$ cat src/rtl/cwf_line_fill.sv
module cwf_line_fill #(
  parameter int WORDS = 16,
  parameter int DW    = 32,
  parameter int LW    = 8,
  localparam int IW   = $clog2(WORDS)
) (
  input  logic          clk,
  input  logic          rst_n,
  input  logic          mode_wrap,
  input  logic          miss_valid,
  input  logic [LW-1:0] miss_line,
  input  logic [IW-1:0] miss_word,
  output logic          miss_ready,
  output logic          cpu_stall,
  output logic          fwd_valid,
  output logic [DW-1:0] fwd_data,
  output logic          mem_req,
  output logic [LW-1:0] mem_req_line,
  output logic [IW-1:0] mem_req_word,
  input  logic          mem_valid,
  input  logic [DW-1:0] mem_data,
  output logic          fill_we,
  output logic [IW-1:0] fill_word,
  output logic [DW-1:0] fill_data,
  output logic          fill_done,
  input  logic          rd_req,
  input  logic [LW-1:0] rd_line,
  input  logic [IW-1:0] rd_word,
  output logic          rd_stall
);

  logic             busy, wrap_r, crit_done;
  logic [LW-1:0]    line_r;
  logic [IW-1:0]    crit_r, cnt, idx;
  logic [WORDS-1:0] vmask;
  logic             last;

  assign idx          = wrap_r ? IW'(crit_r + cnt) : cnt;
  assign last         = (cnt == IW'(WORDS - 1));

  assign miss_ready   = !busy;
  assign mem_req      = miss_valid && !busy;
  assign mem_req_line = miss_line;
  assign mem_req_word = mode_wrap ? miss_word : '0;

  assign fill_we      = busy && mem_valid;
  assign fill_word    = idx;
  assign fill_data    = mem_data;
  assign fill_done    = fill_we && last;

  assign fwd_valid    = fill_we && !crit_done && (idx == crit_r);
  assign fwd_data     = mem_data;
  assign cpu_stall    = busy && !crit_done && !fwd_valid;

  assign rd_stall     = rd_req && busy && (rd_line == line_r) && !vmask[rd_word];

  always_ff @(posedge clk or negedge rst_n) begin
    if (!rst_n) begin
      busy      <= 1'b0;
      wrap_r    <= 1'b0;
      crit_done <= 1'b0;
      line_r    <= '0;
      crit_r    <= '0;
      cnt       <= '0;
      vmask     <= '0;
    end else if (mem_req) begin
      busy      <= 1'b1;
      wrap_r    <= mode_wrap;
      crit_done <= 1'b0;
      line_r    <= miss_line;
      crit_r    <= miss_word;
      cnt       <= '0;
      vmask     <= '0;
    end else if (fill_we) begin
      cnt        <= cnt + 1'b1;
      vmask[idx] <= 1'b1;
      if (fwd_valid) crit_done <= 1'b1;
      if (last)      busy      <= 1'b0;
    end
  end

  AST_NO_REQ_BUSY: assert property (@(posedge clk) disable iff (!rst_n)
    !miss_ready |-> !mem_req);
  AST_FWD_RELEASE: assert property (@(posedge clk) disable iff (!rst_n)
    fwd_valid |-> !cpu_stall);
  AST_STAY_RELEASED: assert property (@(posedge clk) disable iff (!rst_n)
    fwd_valid && !fill_done |=> !cpu_stall && !fwd_valid);
  AST_IDLE_NO_WRITE: assert property (@(posedge clk) disable iff (!rst_n)
    miss_ready |-> !fill_we && !fill_done);
  AST_DONE_READY: assert property (@(posedge clk) disable iff (!rst_n)
    fill_done |=> miss_ready);
  AST_ACCEPT_BUSY: assert property (@(posedge clk) disable iff (!rst_n)
    mem_req |=> !miss_ready);
  AST_RD_RELEASE: assert property (@(posedge clk) disable iff (!rst_n)
    $past(fill_we) && !mem_req && rd_req && rd_word == $past(fill_word) |-> !rd_stall);

endmodule

$ cat config.mk
export PLATFORM = sky130hd
export DESIGN_NAME = cwf_line_fill
export DESIGN_NICKNAME = d
export VERILOG_FILES = /design/src/rtl/cwf_line_fill.sv
export SDC_FILE = /design/constraint.sdc
export NUM_CORES = 1
export LEC_CHECK = 0
export ABC_AREA = 1
export BUFFER_PORTS_ARGS = -buffer_cell sky130_fd_sc_hd__buf_2
export CAP_MARGIN = 20
export CORE_ASPECT_RATIO = 0.5
export CORE_MARGIN = 2
export CORE_UTILIZATION = 45
export CTS_CLUSTER_SIZE = 12
export DETAILED_ROUTE_END_ITERATION = 7
export PLACE_DENSITY_LB_ADDON = 0.15
export REMOVE_ABC_BUFFERS = 1
export SYNTH_ARGS = -nofsm -noshare
export SYNTH_HDL_FRONTEND = slang
export SYNTH_SLANG_ARGS = --single-unit
export TNS_END_PERCENT = 10
$ cat constraint.sdc
create_clock -name clk -period 2.3 [get_ports clk]
set_input_delay 0.345 -clock clk [delete_from_list [all_inputs] [get_ports clk]]
set_output_delay 0.345 -clock clk [all_outputs]
set_load 0.05 [all_outputs]
==> impl_metrics.csv, run 1 <==
group,metric,value,unit
status,outcome,"finished with violations",
status,violations,"setup timing",
floorplanning,fp.dieH,58.8,um
worst_setup_path,r2r-start,"cnt[0]",
worst_setup_path,cp-start-kind,"flop",
global_route,first_global_vias,2063,
cts,cts.sinks,35,
floorplanning,row_count,19,
route,via_per_inst,5.15,
global_route,overflow,0,
placement,io_buffers,52,
sta,timing.final.crit_share,1.11,
route,vias,2187,
placement,gp_congestion,0.859,
cells_and_area,final_util,0.493,
sta,rsz0062_at_grt,"true",
sta,fin_tns_setup,-0.933,ns
synthesis,ys_warn_count,0,
cells_and_area,syn_to_final_growth,2.64,%
sta,worst_slew_pin_slew,0.805,ns
cts,cts_tree,"yes",
global_route,grt_first_pass_wirelength,11800,um
synthesis,synth_cell_types,33,
cts,ctsRootBufferMaster,"clkbuf_16",
power_and_ir_drop,vdd_ir_drop_max,0.556,mV
power_and_ir_drop,pwr_density_cell,1660,nW/um^2
floorplanning,pin_count,149,
route,ant_nets,0,
sta,min_period,2.54,ns
synthesis,ys_seq_elements,35,
cts,clkSlewWorstSetupHoldPaths,0.06,ns
worst_setup_path,arrival,2.20,ns
sta,finalHoldViolCount,0,
route,drt-initial-drc-count,92,
worst_setup_path,crit_path_start,"cnt[0]",
synthesis,syn_inst,356,
sta,skew,0.00523,ns
synthesis,synthesis.area,2710,um^2
route,drc,0,
route,first_pass_iters,4,
sta,setup_viol_count_final,6,
cells_and_area,final_layout_size_suffix_gt1_frac,0.310,
sta,fmax,393,MHz
power_and_ir_drop,p_leak,1.47,nW
cells_and_area,fillers,566,
global_route,grt_max_degree,36,
sta,relSlewSlack,0.464,
cts,cts_hold_buf,0,
route,postRouteWirelength,7900,um
worst_setup_path,crit_type,"flop to output port",
synthesis,ys.flop_type,"dfrtp_1",
placement,hpwl,6090,um
cells_and_area,n_antenna_cell,0,
synthesis,avgSynthCellArea,7.60,um^2
cells_and_area,stdcell_area,2780,um^2
route,routedWlPerCell,18.6,um
cts,cts_buffer_depth,2,
cts,cts_buffers,5,
worst_setup_path,cp.required,1.96,ns
cts,htreeDepth,2,
placement,place_area,2530,um^2
floorplanning,fp.dieArea,6690,um^2
synthesis,yosysSeqAreaShare,0.324,
floorplanning,core_area,5630,um^2
sta,hold_slack,0.154,ns
worst_setup_path,crit_path_end_kind,"output port",
global_route,track_usage,0.244,
worst_setup_path,path_max_fanout,3,
sta,finalMaxSlewViolations,0,
cts,clk_latency,0.28,ns
hold_path,min-delay-path-class,"input port to asynchronous set/reset pin",
synthesis,async_flop_share,1.00,
synthesis,synth_edf_count,0,
flow_run,max-cap-violations,0,
global_route,grt_antenna_before_repair,0,
floorplanning,start_util,0.480,
floorplanning,die_w,114,um
sta,final.setup.worst_slack,-0.243,ns
cells_and_area,num-nets-final,418,
-- final timing paths --
| path | slack (ns) | to | cells after the start |
|---|---|---|---|
| setup / recovery | -0.24 | cpu_stall | 12 |
| hold / removal | 0.15 | vmask[8] | 1 |
| setup reg to reg | -0.16 | vmask[13] | 15 |
| hold reg to reg | 0.49 | line_r[1] | 2 |
| max in group asynchronous | 1.63 | vmask[2] | 1 |
| min in group clk | 0.28 | line_r[7] | 3 |
-- layout make-up --
type / instances / area (um^2) / share of cell area
Clock buffer: 5 / 125 / 0.0450
Clock inverter: 3 / 20.0 / 0.00721
Inverter: 48 / 190 / 0.0685
Multi-Input combinational cell: 195 / 1080 / 0.388
Sequential cell: 35 / 876 / 0.315
Tap cell: 73 / 91.3 / 0.0329
Timing Repair Buffer: 66 / 397 / 0.143
-- critical path, cell delays in order (launching register included) --
cell	delay, ns
dfrtp_1	0.38
ha_2	0.20
fa_2	0.55
nand2_2	0.07
nand2_4	0.08
nand2_1	0.04
nand2_1	0.08
nand3_2	0.07
nor2_2	0.10
nand3_2	0.09
nand2_1	0.09
inv_2	0.04
buf_6	0.14
-- layer usage --
layer	share of wire	wire length, um	global-route usage	vias to the layer above
li1	-	-	-	1047
met3	0.18	1380	0.219	6
met1	0.45	3520	0.314	998
met4	0.0044	35	0.0401	4
met5	0.017	138	0.170	-
met2	0.36	2820	0.282	132
-- where the power goes --
group,internal (W),switching (W)
clock network,0.000399,0.000264
registers,0.000912,0.000224
logic,0.00106,0.00176
total,0.00237,0.00225
-- sequential cells by signal, indices dropped and copies added, names as in the netlist --
name,flops
busy,1
cnt,4
crit_done,1
crit_r,4
line_r,8
vmask,16
wrap_r,1
-- cells in the final DEF (no fill, tap or decap) --
cell        netlist  routed
nand3b_1          1       1
nand3_1          33      31
buf_4            72      14
clkinv_4          1       1
ha_1              4       3
inv_6             1       1
o21ai_0          20      20
nor3_4            1       1
clkinvlp_4        0       2
clkbuf_4          0       1
o22ai_1           1       1
nand2_1          67      66
a22o_2            1       1
a21oi_2           1       2
nand2_2           3       3
and3_1            1       1
clkinv_1          1       1
nor2_4            2       2
nand2_4           7       8
ha_2              0       1
a31oi_1           1       1
fa_2              0       1
a21oi_1          29      28
inv_1            42      41
xnor2_1           3       3
inv_2             3       4
nor2_1            9       9
nor2_2            4       4
buf_8             0       1
clkinv_2          0       1
o21ai_2           0       1
nor4_1            1       1
buf_6             2       3
nand3_2           3       5
buf_2             3      47
clkbuf_16         0       5
xor2_1            1       1
dfrtp_1          35      35
-- logic make-up (layout without fill, tap and decap cells) --
logic type,after synthesis,count (layout),synth area share
compound gates,54,54,0.104
xor+xnor,4,4,0.0129
fa+ha+maj,5,5,0.0259
buf+inv,126,122,0.289
flops,35,35,0.324
simple gates,132,132,0.245
-- synthesized netlist by cell type (2+ instances only) --
| cell | n | share of area |
|---|---|---|
| buf_2 | 3 | 0.0055 |
| inv_2 | 3 | 0.0042 |
| nand2_4 | 7 | 0.029 |
| nand2_2 | 3 | 0.0069 |
| nor2_4 | 2 | 0.0083 |
| inv_1 | 42 | 0.058 |
| a21oi_1 | 29 | 0.054 |
| nand3_1 | 33 | 0.061 |
| ha_1 | 4 | 0.018 |
| nand2_1 | 67 | 0.093 |
| nand3_2 | 3 | 0.011 |
| xnor2_1 | 3 | 0.0097 |
| o21ai_0 | 20 | 0.037 |
| buf_4 | 72 | 0.20 |
| buf_6 | 2 | 0.0083 |
| dfrtp_1 | 35 | 0.32 |
| nor2_1 | 9 | 0.012 |
| nor2_2 | 4 | 0.0092 |
-- per-stage QoR --
| step | power (W) | setup slack (ns) | std cells |
|---|---|---|---|
| after global placement | 0.00355 | -0.00610 | 411 |
| after floorplan | 0.00291 | -0.294 | 278 |
| final | 0.00462 | -0.243 | 425 |
| after global routing | 0.00500 | -0.355 | 425 |
| after CTS | 0.00454 | -0.269 | 425 |
| after detailed placement | 0.00362 | -0.0554 | 411 |
-- timing repair --
action                     4_1_cts  5_1_grt
hold endpoints to repair         0        0
buffers inserted                 6        0
pin swaps                        7        2
gates resized for setup         11        8
setup endpoints to repair        5        9
Power figures use the tool's default switching activity.
==> run 2: changes to the inputs <==
--- a/config.mk
+++ b/config.mk
@@ -13,6 +13,7 @@
 export CORE_UTILIZATION = 45
 export CTS_CLUSTER_SIZE = 12
 export DETAILED_ROUTE_END_ITERATION = 7
+export MAX_ROUTING_LAYER = met4
 export PLACE_DENSITY_LB_ADDON = 0.15
 export REMOVE_ABC_BUFFERS = 1
 export SYNTH_ARGS = -nofsm -noshare
==> impl_metrics.csv, run 2 (same netlist as run 1, synthesis figures left out) <==
group,metric,value,unit
cells_and_area,stdcell_area,2780,um^2
power_and_ir_drop,finalPower,0.00463,W
floorplanning,fp.dieH,58.8,um
sta,setup_viol_count_final,6,
route,routedWlPerCell,18.7,um
global_route,overflow,0,
global_route,gr-usage-met2,0.284,
worst_setup_path,worstSetupPathDepth,12,
cells_and_area,largestRegisters,"vmask (16), line_r (8)",
route,drt-initial-drc-count,118,
global_route,grtUsageMet3,0.223,
power_and_ir_drop,p_comb_frac,0.610,
floorplanning,core_area,5630,um^2
power_and_ir_drop,p_clk_frac,0.144,
worst_setup_path,ff2ff_path_depth,15,
cts,clk_latency,0.28,ns
global_route,grtUsageMet1,0.332,
cells_and_area,syn_to_final_growth,2.64,%
worst_setup_path,crit_type,"flop to output port",
floorplanning,fp.dieArea,6690,um^2
cts,ctsRootBufferMaster,"clkbuf_16",
cts,cts_hold_buf,0,
sta,finalMaxSlewViolations,0,
worst_setup_path,cp.required,1.96,ns
cells_and_area,mostFrequentLayoutCell,"nand2_1",
power_and_ir_drop,pwr-share-seq,0.246,
power_and_ir_drop,p_sw_frac,0.488,
hold_path,min-delay-path-class,"input port to asynchronous set/reset pin",
route,drc,0,
cts,cts_tree,"yes",
floorplanning,die_w,114,um
worst_setup_path,crit_path_max_incr_delay,0.55,ns
worst_setup_path,arrival,2.20,ns
worst_setup_path,r2r-start,"cnt[0]",
worst_setup_path,cp_slowest_cell,"fa_2",
worst_setup_path,cp-start-kind,"flop",
route,postRouteWirelength,7930,um
placement,io_buffers,52,
sta,relSlewSlack,0.464,
cells_and_area,top_register,"vmask",
route,first_pass_iters,4,
cts,clkSlewWorstSetupHoldPaths,0.06,ns
power_and_ir_drop,pwr_density_cell,1670,nW/um^2
cells_and_area,largest_reg_flops,16,
placement,hpwl,6090,um
flow_run,max-cap-violations,0,
worst_setup_path,path_max_fanout,3,
floorplanning,row_count,19,
power_and_ir_drop,vdd_ir_drop_max,0.554,mV
sta,final.setup.worst_slack,-0.246,ns
sta,skew,0.00437,ns
power_and_ir_drop,p_leak,1.47,nW
global_route,grt_max_degree,36,
cells_and_area,n_antenna_cell,0,
cts,cts.sinks,35,
global_route,busiest_layer,"met1",
cts,htreeDepth,2,
worst_setup_path,crit_chain,"ha_2, fa_2, nand2_2, nand2_4, nand2_1, nand2_1, nand3_2, nor2_2, nand3_2, nand2_1, inv_2, buf_6",
sta,min_period,2.55,ns
worst_setup_path,cpMostUsedCell,"nand2_1",
cts,cts_buffers,5,
sta,fmax,393,MHz
route,via_per_inst,5.14,
global_route,track_usage,0.254,
worst_setup_path,crit_path_start,"cnt[0]",
sta,finalHoldViolCount,0,
global_route,first_global_vias,2040,
cells_and_area,num-nets-final,418,
worst_setup_path,crit_family,"adder cells",
route,vias,2186,
placement,place_area,2530,um^2
worst_setup_path,crit_buf_inv,2,
sta,timing.final.crit_share,1.11,
floorplanning,start_util,0.480,
cells_and_area,final_util,0.493,
floorplanning,pin_count,149,
route,ant_nets,0,
global_route,grt_antenna_before_repair,0,
placement,dp_slack,-0.0554,ns
sta,rsz0062_at_grt,"true",
status,outcome,"finished with violations",
cells_and_area,layout_common_cells,"66 x nand2_1, 47 x buf_2, 41 x inv_1",
status,violations,"setup timing",
placement,gp_congestion,0.873,
worst_setup_path,crit_path_end_kind,"output port",
sta,worst_slew_pin_slew,0.804,ns
cells_and_area,final_layout_size_suffix_gt1_frac,0.310,
power_and_ir_drop,p_int,0.00237,W
global_route,grt_first_pass_wirelength,11900,um
power_and_ir_drop,p_sw,0.00226,W
cts,cts_buffer_depth,2,
[run 2: cell counts in the layout (fill, tap and decap cells not counted)]
No cell type changed its count.
[run 2: final cells by class]
cell class,count,area [um^2]
Fill cell,566,2860
Multi-Input combinational cell,195,1080
Sequential cell,35,876
Timing Repair Buffer,66,397
Inverter,48,190
Clock buffer,5,125
Tap cell,73,91.3
Clock inverter,3,20.0
[run 2: power by group through the flow]
stage / combinational, W / clock, W / sequential (W)
final: 0.00282 / 0.000667 / 0.00114
after global routing: 0.00311 / 0.000723 / 0.00118
after CTS: 0.00272 / 0.000682 / 0.00113
after detailed placement: 0.00248 / 0 / 0.00114
after global placement: 0.00243 / 0 / 0.00113
after floorplan: 0.00180 / 0 / 0.00111
[run 2: routing by layer]
metal / up-vias / wire [um]
met3: 4 / 1370
met2: 127 / 2850
met1: 1009 / 3690
met5: - / 0
met4: 0 / 17
li1: 1046 / -
[run 2: metrics by stage]
step / setup TNS (ns) / hold WS (ns) / cells
after floorplan: -0.780 / 0.0494 / 278
after global placement: -0.00610 / 0.476 / 411
after detailed placement: -0.107 / 0.483 / 411
after CTS: -0.834 / 0.186 / 425
after global routing: -1.53 / 0.214 / 425
final: -0.943 / 0.152 / 425
[run 2: path summary, 6_finish.rpt]
kind / to / slack [ns]
min in group clk: line_r[7] / 0.28
max in group asynchronous: crit_r[3] / 1.63
worst max register to register: vmask[13] / -0.16
worst min register to register: line_r[1] / 0.49
worst max-delay path: cpu_stall / -0.25
worst min-delay path: vmask[9] / 0.15
[run 2: timing repair]
item | CTS | global route
buffers inserted | 6 | 0
setup endpoints to repair | 5 | 9
cloned | 0 | 0
pin swaps | 7 | 2
resized for setup | 11 | 8
[run 2: worst register-to-register path: cells and delay by family (launching register included)]
family	cells	cell delay (ns)
buffers and inverters	7	0.81
AND/OR/NAND/NOR	4	0.27
flip-flops	1	0.38
AO/OA/AOI/OAI	2	0.13
adder cells (fa/ha/maj)	2	0.75
